## config.mk

```make
export PLATFORM = sky130hd
export DESIGN_NAME = bus_wait_ctrl
export DESIGN_NICKNAME = d
export VERILOG_FILES = /design/src/rtl/bwc_pkg.sv /design/src/rtl/bwc_classify.sv /design/src/rtl/bwc_sequencer.sv /design/src/rtl/bus_wait_ctrl.sv
export SDC_FILE = /design/constraint.sdc
export NUM_CORES = 1
export LEC_CHECK = 0
export ABC_CLOCK_PERIOD_IN_PS = 2400
export BUFFER_PORTS_ARGS = -buffer_cell sky130_fd_sc_hd__buf_2
export CORE_MARGIN = 4
export CORE_UTILIZATION = 35
export DETAILED_ROUTE_END_ITERATION = 7
export SYNTH_ARGS = -nofsm -noshare
export SYNTH_HDL_FRONTEND = slang
export SYNTH_SLANG_ARGS = --single-unit
```

## constraint.sdc

```tcl
create_clock -name clk -period 2.4 [get_ports clk]
set_input_delay 0.24 -clock clk [delete_from_list [all_inputs] [get_ports clk]]
set_output_delay 0.24 -clock clk [all_outputs]
set_load 0.03 [all_outputs]
```

## src/rtl/bwc_pkg.sv

```systemverilog
package bwc_pkg;
  localparam int CNT_W = 3;

  typedef struct packed {
    logic [CNT_W-1:0] extra;   // base states minus one
    logic             sample;  // wait input honoured
    logic             err;     // illegal setting seen
  } timing_t;
endpackage

```

## src/rtl/bwc_classify.sv

```systemverilog
module bwc_classify
  import bwc_pkg::*;
#(
  parameter int          N_AREAS       = 8,
  parameter int          AREA_W        = $clog2(N_AREAS),
  parameter int          LW_W          = 2,
  parameter logic [7:0]  LW_AREA_MASK  = 8'b0100_0101,
  parameter int          DRAM_AREA     = 1,
  parameter int          MUXIO_AREA    = 6,
  parameter int          PERIPH_AREA   = 5,
  parameter int          PERIPH_STATES = 3,
  parameter int          MUXIO_STATES  = 4
) (
  input  logic [AREA_W-1:0]  area,
  input  logic               write,
  input  logic               onchip,
  input  logic [N_AREAS-1:0] wait_en,
  input  logic               write_wait,
  input  logic [LW_W-1:0]    lw_sel,
  input  logic               dram_mode,
  input  logic               muxio_mode,
  output timing_t            timing
);
  localparam logic [CNT_W-1:0] ONE = CNT_W'(1);

  logic [CNT_W-1:0] lw_len;
  logic             is_lw, is_dram, is_mux, is_periph, bit_set;

  assign lw_len    = CNT_W'(lw_sel) + ONE;
  assign is_lw     = LW_AREA_MASK[area];
  assign is_dram   = (area == AREA_W'(DRAM_AREA)) && dram_mode;
  assign is_mux    = (area == AREA_W'(MUXIO_AREA)) && muxio_mode;
  assign is_periph = (area == AREA_W'(PERIPH_AREA));
  assign bit_set   = wait_en[area];

  always_comb begin
    timing = '0;
    if (onchip) begin
      timing.extra = is_periph ? CNT_W'(PERIPH_STATES - 1) : '0;
    end else if (is_mux) begin
      timing.extra  = CNT_W'(MUXIO_STATES - 1);
      timing.sample = 1'b1;
    end else if (is_dram) begin
      timing.extra  = bit_set ? ONE : '0;
      timing.sample = bit_set;
    end else if (is_lw) begin
      timing.extra  = lw_len;
      timing.sample = write | bit_set;
    end else if (write) begin
      timing.extra  = ONE;
      timing.sample = 1'b1;
      timing.err    = (area == AREA_W'(DRAM_AREA)) && !write_wait;
    end else begin
      timing.extra  = bit_set ? ONE : '0;
      timing.sample = bit_set;
    end
  end
endmodule

```

## src/rtl/bwc_sequencer.sv

```systemverilog
module bwc_sequencer
  import bwc_pkg::*;
(
  input  logic    clk,
  input  logic    rst_n,
  input  logic    start,
  input  timing_t timing,
  input  logic    wait_n,
  output logic    busy,
  output logic    last,
  output logic    err
);
  logic [CNT_W-1:0] left_q;
  logic             samp_q;

  assign last = busy && (left_q == '0) && (!samp_q || wait_n);

  always_ff @(posedge clk) begin
    if (!rst_n) begin
      busy   <= 1'b0;
      left_q <= '0;
      samp_q <= 1'b0;
      err    <= 1'b0;
    end else if (start) begin
      busy   <= 1'b1;
      left_q <= timing.extra;
      samp_q <= timing.sample;
      err    <= timing.err;
    end else if (busy) begin
      if (left_q != '0) begin
        left_q <= left_q - CNT_W'(1);
      end else if (last) begin
        busy <= 1'b0;
        err  <= 1'b0;
      end
    end
  end
endmodule

```

## src/rtl/bus_wait_ctrl.sv

```systemverilog
module bus_wait_ctrl
  import bwc_pkg::*;
#(
  parameter int          N_AREAS      = 8,
  parameter int          AREA_W       = $clog2(N_AREAS),
  parameter int          LW_W         = 2,
  parameter logic [7:0]  LW_AREA_MASK = 8'b0100_0101,
  parameter int          PERIPH_AREA  = 5
) (
  input  logic               clk,
  input  logic               rst_n,
  input  logic               req_valid,
  output logic               req_ready,
  input  logic [AREA_W-1:0]  req_area,
  input  logic               req_write,
  input  logic               req_onchip,
  input  logic [N_AREAS-1:0] area_wait_en,
  input  logic               area1_write_wait,
  input  logic [LW_W-1:0]    long_wait_sel,
  input  logic               dram_mode,
  input  logic               muxio_mode,
  input  logic               ext_wait_n,
  output logic               busy,
  output logic               cyc_end,
  output logic               cfg_err
);
  timing_t tm;
  logic    start;

  assign req_ready = !busy;
  assign start     = req_valid && req_ready;

  bwc_classify #(
    .N_AREAS(N_AREAS), .AREA_W(AREA_W), .LW_W(LW_W),
    .LW_AREA_MASK(LW_AREA_MASK), .PERIPH_AREA(PERIPH_AREA)
  ) cls_i (
    .area(req_area), .write(req_write), .onchip(req_onchip),
    .wait_en(area_wait_en), .write_wait(area1_write_wait),
    .lw_sel(long_wait_sel), .dram_mode(dram_mode),
    .muxio_mode(muxio_mode), .timing(tm)
  );

  bwc_sequencer seq_i (
    .clk(clk), .rst_n(rst_n), .start(start), .timing(tm),
    .wait_n(ext_wait_n), .busy(busy), .last(cyc_end), .err(cfg_err)
  );
endmodule

```

Word level (Yosys, flattened, before mapping):

Memories as Yosys holds them, arrays and structs flattened.
Cells that the tools add are included.

* equal/unequal tests: 4
* bitwise gates (word level): 1
* reduce and logical (&&, ||, !) cells: 17
* $add $sub $neg: 2
* muxes and demuxes: 26
* order comparisons: 1

Operator list (number)
* $mux W4: 4
* $mux W1: 15
* $mux W3: 4
* $eq A3 B3 Y1 const B: 2
* $logic_and A1 B1 Y1: 6
* $reduce_bool A2 Y1: 3
* $lt A3 B4 Y1 const B: 1
* $mux W2: 2
* $add A2 B1 Y3 const B: 1
* $bmux W1 S3: 1
* $eq A3 B1 Y1 const B: 1
* $logic_not A1 Y1: 3
* $logic_not A3 Y1: 1
* $reduce_and A3 Y1: 1
* $reduce_bool A3 Y1: 1
* $sub A3 B1 Y3 const B: 1
* $ne A2 B1 Y1 const B: 1
* $reduce_and A2 Y1: 1
* $logic_or A1 B1 Y1: 1
* $or A1 B1 Y1: 1

* register bits: 6
* bits in read-only memories: 8
* logic and storage cells: 56
* memories kept: 1
* output and inout bits: 4
* bits of input ports: 22

Memory list
* (name not given): depth 8, width 1, rd ports 1, clocked after memory_dff 0, wr ports 0, RTL line bwc_classify.sv:30 `assign is_lw = LW_AREA_MASK[area];`

Depth between registers and ports, before layout:

* word-level depth: 9
* mapped depth: 6
* gate-level depth less buffers: 6

Cells and area by module:

Synthesis repeated with hierarchy kept, for this count alone.

* cell total of the unflattened synthesis: 80
* area, all modules: 620.6 um^2

Modules (own cells, without submodules)
* bwc_sequencer: sequential area each 120.1 um^2, instances 1, area an instance 325.3 um^2, cells an instance 35
* bwc_classify: sequential area each 0.0 um^2, instances 1, area an instance 285.3 um^2, cells an instance 43
* bus_wait_ctrl: sequential area each 0.0 um^2, instances 1, area an instance 10.0 um^2, cells an instance 2

Least setup slack after synthesis:

No wires, ideal clock.

* path type: reg-to-reg
* from: register seq_i.busy
* to: register seq_i.left_q[0]
* cell stages (with the launch flop): 5
* path slack: 0.864 ns
* setup time: 0.123 ns
* required time: 2.277 ns
* clock period less this slack: 1.536 ns
* arrival: 1.413 ns
* path buffers: 0
* path through: dfxtp_1 -> inv_2 -> or3_1 -> a22oi_1 -> a21oi_1

* longest elaborated chain between the ends: 4
* elaborated cells on any way between the ends: 6
* classes of those cells: mux: 1; reduce/logical: 5

Ends and longest elaborated chain
* from (decl): RTL line bwc_sequencer.sv:9 `output logic busy,`
* from (signal assigned): RTL line bwc_sequencer.sv:20 `busy <= 1'b0;`
* from (signal assigned): RTL line bwc_sequencer.sv:25 `busy <= 1'b1;`
* from (signal assigned): RTL line bwc_sequencer.sv:33 `busy <= 1'b0;`
* $logic_not A1 Y1 *: RTL line bus_wait_ctrl.sv:30 `assign req_ready = !busy;`
* named net req_ready: RTL line bus_wait_ctrl.sv:13 `output logic req_ready,`
* $logic_and A1 B1 Y1 *: RTL line bus_wait_ctrl.sv:31 `assign start = req_valid && req_ready;`
* $reduce_bool A2 Y1 (no line)
* $reduce_and A2 Y1 (no line)
* to (signal assigned): RTL line bwc_sequencer.sv:26 `left_q <= timing.extra;`
* to (signal assigned): RTL line bwc_sequencer.sv:31 `left_q <= left_q - CNT_W'(1);`
* to (decl): RTL line bwc_sequencer.sv:13 `logic [CNT_W-1:0] left_q;`

The timed path passes the listed nets; every way through them passes the cells marked *.
A chain may end at the register's enable or synchronous reset.

Final worst setup path:

* from: register seq_i.left_q[0]
* to: output cyc_end

* longest elaborated chain between the ends: 3

Ends and longest elaborated chain
* $logic_not A3 Y1: RTL line bwc_sequencer.sv:16 `assign last = busy && (left_q == '0) && (!samp_q || wait_n);`
* $logic_and A1 B1 Y1 (2 in a row): RTL line bwc_sequencer.sv:16
* to (decl): RTL line bus_wait_ctrl.sv:24 `output logic cyc_end,`

Every way passes these cells.

==> flow_summary.toml <==
[setup_path]
worstPathRequired_ns = 2.16
timing.rr.start = "seq_i.left_q[0]"
critPathCaptureType = "output pin"
slowest_delay_ns = 0.30
worst_r2r_endpoint = "seq_i.left_q[0]"
critPathKind = "reg2out"
start_kind = "register"
cp.arrival_ns = 1.54
critPathSlowestCell = "dfxtp_1"
crit_chain = "inv_1, ha_1, nor2b_1, nand2_1, nor2_1, buf_2"
r2r_setup_slack_ns = 0.87
crit_path_max_fanout = 4
ff2ff_path_depth = 6

[cells_and_area]
nFillCells = 149
fin_cells = 106
diodes = 0
multiInputGateArea_sq_um = 384
area_delta_synth_final_pct = 28.3
regArea_sq_um = 120
mostFrequentLayoutCells = "25 x buf_2, 8 x nand2_1, 6 x nor2_1, 6 x dfxtp_1, 5 x nor2b_1"
final_nets = 118
drive_gt1_frac = 0.352
final_common_cell = "buf_2"

[clock_tree]
cts.htree.levels = 1
cts_tree = "yes"
clockBufferDepth = 2
clk_pin_slew_ns = 0.05
cts_root_buf = "clkbuf_4"
postCtsHoldBufs = 0
cts_setup_buffers = 0
clkLatencyLatePin_ns = 0.24
cts_buffers = 3
cts_resized = 0
cts_sinks = 6

[synthesis]
synth_area_sq_um = 534
avgSynthCellArea_sq_um = 8.22
synth_seq_area_share = 0.225
syn_inst = 65
synth_top_area_frac = 0.225
synth_seq_cells = 6
yosys_warnings = 0
synth_edf_count = 0
synth_nets = 90
synth_top_cells_by_area = "dfxtp_1 22%, mux4_2 8.4%, ha_1 7.0%"
synthArstFlopShare = 0
synthDistinctLibCells = 32
ys.flop_type = "dfxtp_1"
synth_area_leader_cell = "dfxtp_1"

[power]
ir_drop_mv = 0.290
powerDensity_nw_per_um2 = 475
leakagePower_nw = 0.310

[die]
core_area_sq_um = 1370
die_w_microns = 47.1
die_h_microns = 47.1
placementRows = 13
io_pins = 26
start_util = 0.391
dieArea_sq_um = 2220

[global_routing]
grt_pass1_vias = 486
overflow = 0
grt_pass1_wl_microns = 2100
track_usage = 0.138
grt_antenna_before_repair = 0
grt_max_degree = 9

[placement]
dp_hpwl_microns = 1090
dp.cells = 103
routabilityCongestion = 0.745
io_buffers = 25

[hold_path]
whs_path_depth = 3
worstHoldPathType = "in2reg"
hold_start = "area1_write_wait"
holdPathEnd = "seq_i.err"

[sta]
skew_ns = 0.00443
setup_violations = 0
tightestPinTransition_ns = 0.271
finalCritPeriodShare = 0.742
rsz0062_at_grt = "no"
hold_viol = 0
maxClockFrequency_mhz = 561
finalSetupTns_ns = 0
slew_viol_final = 0
period_needed_ns = 1.78
slew_headroom = 0.819

[route]
dr.first_iter.drc_count = 15
via_count = 545
avgRoutedWirePerCell_microns = 12.4
drt-total-wl_microns = 1320
drtAntennaViolNets = 0
drc_errors = 0
dr.pass1.iters = 4
routed_via_density = 5.14

[status]
outcome = "finished, final reports clean"

[flow_run]
cap_violations = 0
==> worst max-delay path by stage <==
stage / from / to / slack, ns / depth (start not counted)
CTS: seq_i.left_q[0] / cyc_end / 0.63 / 6
global placement: req_area[0] / seq_i.samp_q / 0.75 / 5
floorplan: seq_i.busy / seq_i.left_q[0] / 0.86 / 4
finish: seq_i.left_q[0] / cyc_end / 0.62 / 6
detailed placement: req_area[0] / seq_i.samp_q / 0.73 / 5
global route: seq_i.left_q[0] / cyc_end / 0.50 / 6
==> stage by stage <==
| stage | cell area (sq um) | util | power, mW | hold WS (ns) | setup WS [ns] |
|---|---|---|---|---|---|
| global placement | 663 | 0.485 | 0.234 | 0.447 | 0.752 |
| finish | 686 | 0.502 | 0.326 | 0.270 | 0.618 |
| CTS | 686 | 0.502 | 0.329 | 0.271 | 0.630 |
| detailed placement | 663 | 0.485 | 0.235 | 0.453 | 0.733 |
| floorplan | 534 | - | 0.196 | 0.380 | 0.864 |
| global route | 686 | 0.502 | 0.349 | 0.291 | 0.499 |
==> where the power goes <==
group	switching (mW)	internal, mW	leakage [nW]
sequential	0.00684	0.109	0.0493
clock	0.0361	0.0566	0.0138
combinational	0.0648	0.0529	0.247
total	0.108	0.218	0.310
==> per-layer routing <==
| metal | wire (microns) | up-vias | GRT usage |
|---|---|---|---|
| met5 | 0 | - | 0 |
| met4 | 10 | 0 | 0.0663 |
| met3 | 79 | 2 | 0.0345 |
| met2 | 572 | 17 | 0.201 |
| met1 | 656 | 232 | 0.188 |
| li1 | - | 294 | - |
==> registers in the layout (all words and copies together) (netlist names) <==
signal	count
seq_i.left_q	3
seq_i.busy	1
seq_i.err	1
seq_i.samp_q	1
==> area by class of cell <==
type	instances	area share
clock buffers	3	0.0328
inverters	4	0.0219
multi-input cells	53	0.560
flip-flops and latches	6	0.175
well taps	15	0.0274
repair buffers	25	0.182
==> kinds of logic after synthesis <==
logic type	Yosys count	share of synthesized area
AOI/OAI and AO/OA	17	0.232
adders and majority gates	3	0.0703
buffers and inverters	6	0.0562
DFF	6	0.225
muxes	4	0.124
and+or+nand+nor	29	0.293
==> worst max-delay path: cells and delay by family (launching register included) <==
kind	cells	cell delay, ns
adders and majority gates	1	0.16
DFF	1	0.30
and+or+nand+nor	3	0.53
buffers and inverters	2	0.30
==> synth_stat cells (2+ instances only) <==
cell	count
nand2_1	8
dfxtp_1	6
nor2_1	6
nor2b_1	5
a21boi_1	3
a21oi_1	3
ha_1	3
inv_1	3
mux4_2	2
nand2b_1	2
nand4b_1	2
nor4b_1	2
Power figures use the tool's default switching activity.
